File: src/rtl/lmw_pkg.sv
package lmw_pkg;
  typedef enum logic [1:0] {
    ROUTE_PASS = 2'b00,
    ROUTE_DRAM = 2'b01,
    ROUTE_BUS  = 2'b10
  } route_e;

  typedef enum logic [1:0] {
    REG_NONE  = 2'd0,
    REG_GFX   = 2'd1,
    REG_SEG16 = 2'd2,
    REG_SEG64 = 2'd3
  } region_e;

  localparam logic [1:0] ATTR_OFF  = 2'd0;
  localparam logic [1:0] ATTR_RO   = 2'd1;
  localparam logic [1:0] ATTR_WO   = 2'd2;
  localparam logic [1:0] ATTR_RW   = 2'd3;
endpackage

File: src/rtl/lmw_cfg_regs.sv
module lmw_cfg_regs #(
  parameter int          NUM_ATTR  = 7,
  parameter logic [7:0]  ATTR_BASE = 8'h59,
  parameter logic [7:0]  GFX_OFS   = 8'h72,
  parameter logic [7:0]  GFX_RST   = 8'h02
) (
  input  logic                     clk,
  input  logic                     rst,
  input  logic                     wr_en,
  input  logic [7:0]               offset,
  input  logic [7:0]               wdata,
  output logic [NUM_ATTR-1:0][7:0] attr_q,
  output logic [7:0]               gfx_q
);
  logic [NUM_ATTR-1:0] hit;

  for (genvar b = 0; b < NUM_ATTR; b++) begin : g_attr
    localparam logic [7:0] MY_OFS = ATTR_BASE + 8'(b);
    assign hit[b] = wr_en && (offset == MY_OFS);

    always_ff @(posedge clk) begin
      if (rst)         attr_q[b] <= 8'h00;
      else if (hit[b]) attr_q[b] <= wdata;
    end

    assert_attr_load_R9: assert property (@(posedge clk) disable iff (rst)
      (wr_en && offset == MY_OFS) |=> attr_q[b] == $past(wdata));
  end

  always_ff @(posedge clk) begin
    if (rst)                            gfx_q <= GFX_RST;
    else if (wr_en && offset == GFX_OFS) gfx_q <= wdata;
  end

  assert_gfx_load_R9: assert property (@(posedge clk) disable iff (rst)
    (wr_en && offset == GFX_OFS) |=> gfx_q == $past(wdata));

  assert_ignored_ofs_R10: assert property (@(posedge clk) disable iff (rst)
    (wr_en && offset != GFX_OFS &&
     (offset < ATTR_BASE || offset >= ATTR_BASE + 8'(NUM_ATTR)))
    |=> ($stable(attr_q) && $stable(gfx_q)));

  assert_reset_gfx_R1: assert property (@(posedge clk)
    rst |=> gfx_q == GFX_RST);
endmodule

File: src/rtl/lmw_window_decode.sv
module lmw_window_decode
  import lmw_pkg::*;
#(
  parameter int ADDR_W = 32
) (
  input  logic [ADDR_W-1:0] addr,
  output region_e           region,
  output logic [3:0]        seg_idx
);
  localparam logic [5:0] SEG16_FIRST = 6'h30;

  logic       low_meg;
  logic [3:0] blk64;
  logic [5:0] blk16;

  assign low_meg = (addr[ADDR_W-1:20] == '0);
  assign blk64   = addr[19:16];
  assign blk16   = addr[19:14];

  always_comb begin
    region  = REG_NONE;
    seg_idx = 4'd0;
    if (low_meg) begin
      if (blk64 == 4'hA || blk64 == 4'hB) begin
        region = REG_GFX;
      end else if (blk64 >= 4'hC && blk64 <= 4'hE) begin
        region  = REG_SEG16;
        seg_idx = 4'(blk16 - SEG16_FIRST);
      end else if (blk64 == 4'hF) begin
        region = REG_SEG64;
      end
    end
  end
endmodule

File: src/rtl/lmw_attr_route.sv
module lmw_attr_route
  import lmw_pkg::*;
#(
  parameter int NUM_ATTR = 7,
  parameter int NUM_SEG  = 12,
  parameter int GFX_OPEN_BIT = 6,
  parameter int GFX_SMM_BIT  = 3
) (
  input  logic                     clk,
  input  logic                     rst,
  input  logic [NUM_ATTR-1:0][7:0] attr_q,
  input  logic [7:0]               gfx_q,
  input  region_e                  region,
  input  logic [3:0]               seg_idx,
  input  logic                     is_write,
  input  logic                     in_smm,
  output route_e                   route,
  output logic                     wr_block
);
  logic [NUM_SEG-1:0][1:0] seg_code;
  logic [1:0]              code;
  logic                    gfx_open;

  for (genvar s = 0; s < NUM_SEG; s++) begin : g_seg
    localparam int BYTE = 1 + s / 2;
    if (s % 2 == 0) begin : g_lo
      assign seg_code[s] = attr_q[BYTE][1:0];
    end else begin : g_hi
      assign seg_code[s] = attr_q[BYTE][5:4];
    end
  end

  assign gfx_open = gfx_q[GFX_OPEN_BIT] || (gfx_q[GFX_SMM_BIT] && in_smm);

  always_comb begin
    code = ATTR_OFF;
    if (region == REG_SEG64)      code = attr_q[0][5:4];
    else if (region == REG_SEG16) code = seg_code[seg_idx];
  end

  always_comb begin
    route    = ROUTE_PASS;
    wr_block = 1'b0;
    unique case (region)
      REG_NONE: route = ROUTE_PASS;
      REG_GFX:  route = gfx_open ? ROUTE_DRAM : ROUTE_BUS;
      default: begin
        if (code == ATTR_RW) begin
          route = ROUTE_DRAM;
        end else if (code == ATTR_RO) begin
          route    = ROUTE_DRAM;
          wr_block = is_write;
        end else begin
          route = ROUTE_BUS;
        end
      end
    endcase
  end

  assert_seg_in_range_R4: assert property (@(posedge clk) disable iff (rst)
    region == REG_SEG16 |-> seg_idx < 4'(NUM_SEG));

  assert_gfx_closed_R8: assert property (@(posedge clk) disable iff (rst)
    (region == REG_GFX && !gfx_q[GFX_OPEN_BIT] && !(gfx_q[GFX_SMM_BIT] && in_smm))
    |-> route == ROUTE_BUS);

  assert_gfx_no_block_R8: assert property (@(posedge clk) disable iff (rst)
    region == REG_GFX |-> !wr_block);
endmodule

File: src/rtl/legacy_mem_router.sv
module legacy_mem_router
  import lmw_pkg::*;
#(
  parameter int ADDR_W = 32
) (
  input  logic              clk,
  input  logic              rst,
  input  logic              cfg_wr_en,
  input  logic [7:0]        cfg_offset,
  input  logic [7:0]        cfg_wdata,
  input  logic [ADDR_W-1:0] acc_addr,
  input  logic              acc_write,
  input  logic              acc_smm,
  output logic [1:0]        route,
  output logic              wr_block
);
  localparam int NUM_ATTR = 7;
  localparam int NUM_SEG  = 2 * (NUM_ATTR - 1);

  logic [NUM_ATTR-1:0][7:0] attr_q;
  logic [7:0]               gfx_q;
  region_e                  region;
  logic [3:0]               seg_idx;
  route_e                   route_int;

  lmw_cfg_regs #(
    .NUM_ATTR (NUM_ATTR),
    .ATTR_BASE(8'h59),
    .GFX_OFS  (8'h72),
    .GFX_RST  (8'h02)
  ) u_regs (
    .clk   (clk),
    .rst   (rst),
    .wr_en (cfg_wr_en),
    .offset(cfg_offset),
    .wdata (cfg_wdata),
    .attr_q(attr_q),
    .gfx_q (gfx_q)
  );

  lmw_window_decode #(.ADDR_W(ADDR_W)) u_dec (
    .addr   (acc_addr),
    .region (region),
    .seg_idx(seg_idx)
  );

  lmw_attr_route #(
    .NUM_ATTR(NUM_ATTR),
    .NUM_SEG (NUM_SEG)
  ) u_route (
    .clk     (clk),
    .rst     (rst),
    .attr_q  (attr_q),
    .gfx_q   (gfx_q),
    .region  (region),
    .seg_idx (seg_idx),
    .is_write(acc_write),
    .in_smm  (acc_smm),
    .route   (route_int),
    .wr_block(wr_block)
  );

  assign route = route_int;

  assert_outside_pass_R2: assert property (@(posedge clk) disable iff (rst)
    (acc_addr[ADDR_W-1:20] != '0 || acc_addr[19:16] < 4'hA)
    |-> (route == ROUTE_PASS && !wr_block));

  assert_block_needs_write_R6: assert property (@(posedge clk) disable iff (rst)
    wr_block |-> (acc_write && route == ROUTE_DRAM));

  assert_legal_route_R7: assert property (@(posedge clk) disable iff (rst)
    route != 2'b11);
endmodule

File: config.mk
export PLATFORM = sky130hd
export DESIGN_NAME = legacy_mem_router
export DESIGN_NICKNAME = d
export VERILOG_FILES = /design/src/rtl/lmw_pkg.sv /design/src/rtl/lmw_cfg_regs.sv /design/src/rtl/lmw_window_decode.sv /design/src/rtl/lmw_attr_route.sv /design/src/rtl/legacy_mem_router.sv
export SDC_FILE = /design/constraint.sdc
export NUM_CORES = 1
export LEC_CHECK = 0
export BUFFER_PORTS_ARGS = -buffer_cell sky130_fd_sc_hd__buf_4
export CAP_MARGIN = 10
export CORE_UTILIZATION = 51
export DETAILED_ROUTE_END_ITERATION = 10
export PLACE_DENSITY = 0.8
export SYNTH_ARGS = -nofsm -noshare
export SYNTH_HDL_FRONTEND = slang
export SYNTH_HIERARCHICAL = 1
export SYNTH_SLANG_ARGS = --single-unit
File: constraint.sdc
create_clock -name clk -period 3.5 [get_ports clk]
set_input_delay 0.875 -clock clk [delete_from_list [all_inputs] [get_ports clk]]
set_output_delay 0.875 -clock clk [all_outputs]
set_load 0.03 [all_outputs]
Word-level counts from Yosys, hierarchy flattened
Cells that the tools add are included.
{"block": "op_classes", "eq_ne": 16, "addsub": 1, "mux": 18, "n_reduce_logical": 15, "magnitude_cmp": 3}
{"op": "== test 8 x 7 -> 1 bit (second input constant)", "n": 8}
{"op": "two-way mux 2 bit", "n": 10}
{"op": "== test 4 bit (second input constant)", "n": 3}
{"op": "zero test 12 bit", "n": 1}
{"op": "two-way mux 4 bit", "n": 3}
{"op": "logical AND 1 bit", "n": 10}
{"op": "binary-select mux 2 bit (select 4 bit)", "n": 1}
{"op": "== test 2 bit (second input constant)", "n": 3}
{"op": "< comparator 4 x 5 -> 1 bit (second input constant)", "n": 1}
{"op": "== test 2 x 1 -> 1 bit (second input constant)", "n": 2}
{"op": "greater-or-equal comparator 4 bit (second input constant)", "n": 1}
{"op": "less-or-equal comparator 4 bit (second input constant)", "n": 1}
{"op": "case mux 2 bit (2 select lines)", "n": 1}
{"op": "subtractor 4 x 1 -> 4 bit (second input constant)", "n": 1}
{"op": "two-way mux 1 bit", "n": 3}
{"op": "zero test 2 bit", "n": 1}
{"op": "logical OR 1 bit", "n": 2}
{"op": "OR reduction 2 bit", "n": 1}
{"block": "word_totals", "reg_bits": 49, "inputBits": 53, "out_inout_bits": 3, "word_cells": 61}

Longest topological paths before layout
{"block": "logic_depth", "ltp_word": 13, "mapped_depth": 8, "depth_no_buf": 7}

By module
The synthesis kept the hierarchy.
{"mod": "lmw_cfg_regs", "seq_area_each_um2": 1281.2, "n_inst": 1, "area_per_inst_um2": 2618.8, "cells_each": 239}
{"mod": "lmw_attr_route", "seq_area_each_um2": 0.0, "n_inst": 1, "area_per_inst_um2": 295.3, "cells_each": 31}
{"mod": "lmw_window_decode", "seq_area_each_um2": 0.0, "n_inst": 1, "area_per_inst_um2": 116.4, "cells_each": 15}

Least setup slack after synthesis
No wires, ideal clock.
{"block": "synth_path", "kind": "input to output", "from": "input acc_addr[21]", "to": "output wr_block", "t_required_ns": 2.625, "path_stages": 8, "t_arrival_ns": 3.124, "slack_ns": -0.499, "n_path_buf": 1, "path_cell_list": "nor4_2 -> and4_4 -> and3_1 -> buf_2 -> mux4_2 -> a211oi_1 -> o31ai_1 -> o22ai_1"}
{"block": "synth_between", "word_cells_on_any_way": 17, "cone_classes": "5 x eq/ne; 9 x mux; 3 x reduce/logical"}
{"item": "start, declared", "line_no": "legacy_mem_router.sv:11", "source": "input logic [ADDR_W-1:0] acc_addr,"}
{"item": "zero test 12 bit *", "line_no": "lmw_window_decode.sv:16", "source": "assign low_meg = (addr[ADDR_W-1:20] == '0);"}
{"item": "two-way mux 2 bit *", "line_no": "lmw_window_decode.sv:23", "source": "if (low_meg) begin"}
{"item": "via region[1]", "line_no": "legacy_mem_router.sv:22", "source": "region_e region;"}
{"item": "== test 2 bit", "line_no": "lmw_attr_route.sv:38", "source": "else if (region == REG_SEG16) code = seg_code[seg_idx];"}
{"item": "two-way mux 2 bit", "line_no": "lmw_attr_route.sv:38"}
{"item": "two-way mux 2 bit", "line_no": "lmw_attr_route.sv:37", "source": "if (region == REG_SEG64) code = attr_q[0][5:4];"}
{"item": "== test 2 x 1 -> 1 bit", "line_no": "lmw_attr_route.sv:50", "source": "end else if (code == ATTR_RO) begin"}
{"item": "two-way mux 1 bit", "line_no": "lmw_attr_route.sv:50"}
{"item": "two-way mux 1 bit", "line_no": "lmw_attr_route.sv:48", "source": "if (code == ATTR_RW) begin"}
{"item": "two-way mux 1 bit *", "line_no": "lmw_attr_route.sv:44", "source": "unique case (region)"}
{"item": "end, declared", "line_no": "legacy_mem_router.sv:15", "source": "output logic wr_block"}
The timed path passes the listed nets; every way through them passes the cells marked *. The select of a mux whose other input is x is not followed.

Final worst setup path
{"block": "layout_path", "from": "input acc_addr[21]", "to": "output route[0]"}
{"block": "layout_between", "word_cells_on_any_way": 16, "cone_classes": "5 x eq/ne; 9 x mux; 2 x reduce/logical"}
{"item": "zero test 12 bit *", "line_no": "lmw_window_decode.sv:16"}
{"item": "two-way mux 2 bit *", "line_no": "lmw_window_decode.sv:23"}
{"item": "via region[1]", "line_no": "legacy_mem_router.sv:22"}
{"item": "== test 2 bit", "line_no": "lmw_attr_route.sv:38"}
{"item": "two-way mux 2 bit", "line_no": "lmw_attr_route.sv:38"}
{"item": "two-way mux 2 bit", "line_no": "lmw_attr_route.sv:37"}
{"item": "== test 2 x 1 -> 1 bit", "line_no": "lmw_attr_route.sv:50"}
{"item": "two-way mux 2 bit", "line_no": "lmw_attr_route.sv:50"}
{"item": "two-way mux 2 bit", "line_no": "lmw_attr_route.sv:48"}
{"item": "case mux 2 bit (2 select lines) *", "line_no": "lmw_attr_route.sv:44"}
{"item": "end, declared", "line_no": "legacy_mem_router.sv:14", "source": "output logic [1:0] route,"}
Marks and branches as above.

==> impl_metrics.ini <==
[sta]
finalHoldViolCount = 0
min_period_ps = 3895
setup_viol = 3
slew_violations = 0
timing.fmax_mhz = 256.7
worstMarginPinSlew_ps = 394.3
rsz0062_at_grt = yes
skew_ps = 0
relSlewSlack_pct = 73.66
finalCritPeriodShare_pct = 111.3
fin_ws_ps = -395.1

[worst_hold_path]
hp-start = u_regs/attr_q[52]
hold_class = reg -> reg

[clocking]
clockBufferDepth = 2
clk_pin_slew_ps = 130
h-tree-depth = 1
cts-root-buf = clkbuf_4
cts_buffers = 3
cts-hold-fix-buffers = 0
tritoncts = built
insertion_delay_ps = 310
cts.sinks = 28

[worst_setup_path]
endpoint_kind = output pin
crit_buf_inv = 2
cp_top_family = simple AND/OR/NAND/NOR gates
critPathKind = in -> out
crit_start = acc_addr[21]
startpoint_type = input pin
path_cells = buf_6, nor4_4, and4_4, and3b_2, mux4_2, a2bb2oi_4, a221oi_4, o32ai_1, buf_4
cp_slowest_cell = mux4_2
r2r_start = u_regs/attr_q[4]
crit_arrival_ps = 3020
cpPeakStageDelay_ps = 540
worstPathMaxFanout = 4
required_ps = 2620

[grt]
grt_pass1_wl_microns = 5954
grt_usage_pct = 22.18
grt_pass1_vias = 1367
grt_max_degree = 35
grt.overflow.total = 0
antenna_found_initial = 0

[floorplanning]
pin_count = 56
placementRows = 20
die_width_microns = 59.79
core_sq_mm = 0.003103
start_util_pct = 54.88
die_y_microns = 59.79
die-area_sq_mm = 0.003574

[placed_design]
place.gp.congestion = 0.8044
port_buffers = 39
placed_area_sq_mm = 0.002022
dp_slack_ps = -422.4
hpwl_microns = 2780

[final_layout]
drive_gt1_share_pct = 35.47
synthToLayoutAreaGrowth_pct = 24.54
fin_area_sq_mm = 0.002121
layout_commonest_cell = buf_4
fin_nets = 258
final_cell_mix = 44 x buf_4, 34 x nand2b_1, 31 x mux2i_1, 28 x dfxtp_1
diodes = 0

[detailed_routing]
viasPerCell = 5.506
wl_microns = 3723
wire_per_inst_microns = 15.07
ant_nets = 0
firstDrtPassIters = 4
via_count = 1360
drt_drc_violations_left = 0
dr.first_iter.drc_count = 80

[synth]
synthCells = 172
netlist_area_sq_mm = 0.001703
avgSynthCellArea_sq_um = 9.900
synth_fp_nets = 225
yosys_warnings = 6

[status]
status = finished, violations left
violations = negative setup slack

[pwr]
peakVddDrop_mv = 0.1614
p_leak_nw = 0.9418
power_density_mw_per_mm2 = 241.5

[job]
cap_violations = 0
## state kept, by name, indices dropped and copies added, names as in the netlist
| signal | flops |
|---|---|
| u_regs/gfx_q | 2 |
| u_regs/attr_q | 26 |
## report_power, final
group	total (mW)	internal (mW)	switching (mW)	leakage, nW
clock network	0.125	0.0402	0.0848	0.0138
registers	0.319	0.319	0.000199	0.225
logic	0.0678	0.0413	0.0265	0.703
total	0.512	0.401	0.112	0.942
## metrics by stage
| stage | instances | hold WS, ps | setup TNS (ps) | util, % | total power, mW |
|---|---|---|---|---|---|
| 6_report | 247 | 488.5 | -1150 | 68.35 | 0.5122 |
| 5_1_grt | 247 | 509.6 | -1381 | 68.35 | 0.5377 |
| 4_1_cts | 246 | 484.4 | -1084 | 67.22 | 0.5157 |
| 3_5_place_dp | 241 | 460.7 | -1187 | 65.16 | 0.3919 |
| 3_3_place_gp | 241 | 458.1 | -1153 | 65.16 | 0.3896 |
| 2_1_floorplan | 172 | 445.0 | -674.1 | - | 0.3544 |
## worst register-to-register path, stage by stage (launching register included)
cell	delay [ps]
dfxtp_1	410
nand2b_1	70
mux2i_1	120
## layout make-up
type	count	area, sq um
timing repair buffer	49	386.6
clock buffer	3	22.52
fill	272	982.2
inverter	3	11.26
multi-input combinational	120	1085
sequential	28	560.5
tap	44	55.05
## path summary, 6_finish.rpt
kind	cells past startpoint	slack (ps)	endpoint
worst max register to register	2	2850	u_regs/attr_q[4]
worst min register to register	2	490	u_regs/attr_q[52]
worst max-delay path	9	-400	route[0]
worst min-delay path	2	490	u_regs/attr_q[52]
## what timing repair did
item                                   in CTS  in global routing
buffers inserted                            2                  1
setup endpoints to repair                   3                  3
pin swaps                                   6                  2
endpoints found under the hold margin       0                  0
gates resized for setup                     7                  3
## routing by layer
metal	global-route usage [%]	vias to the layer above	routed length, microns
met5	0	-	0
met4	5.648	0	20
met3	2.381	4	204
met2	39.84	51	1907
met1	28.09	635	1590
li1	-	670	-
Note: power is estimated with default switching activity, not from simulation.
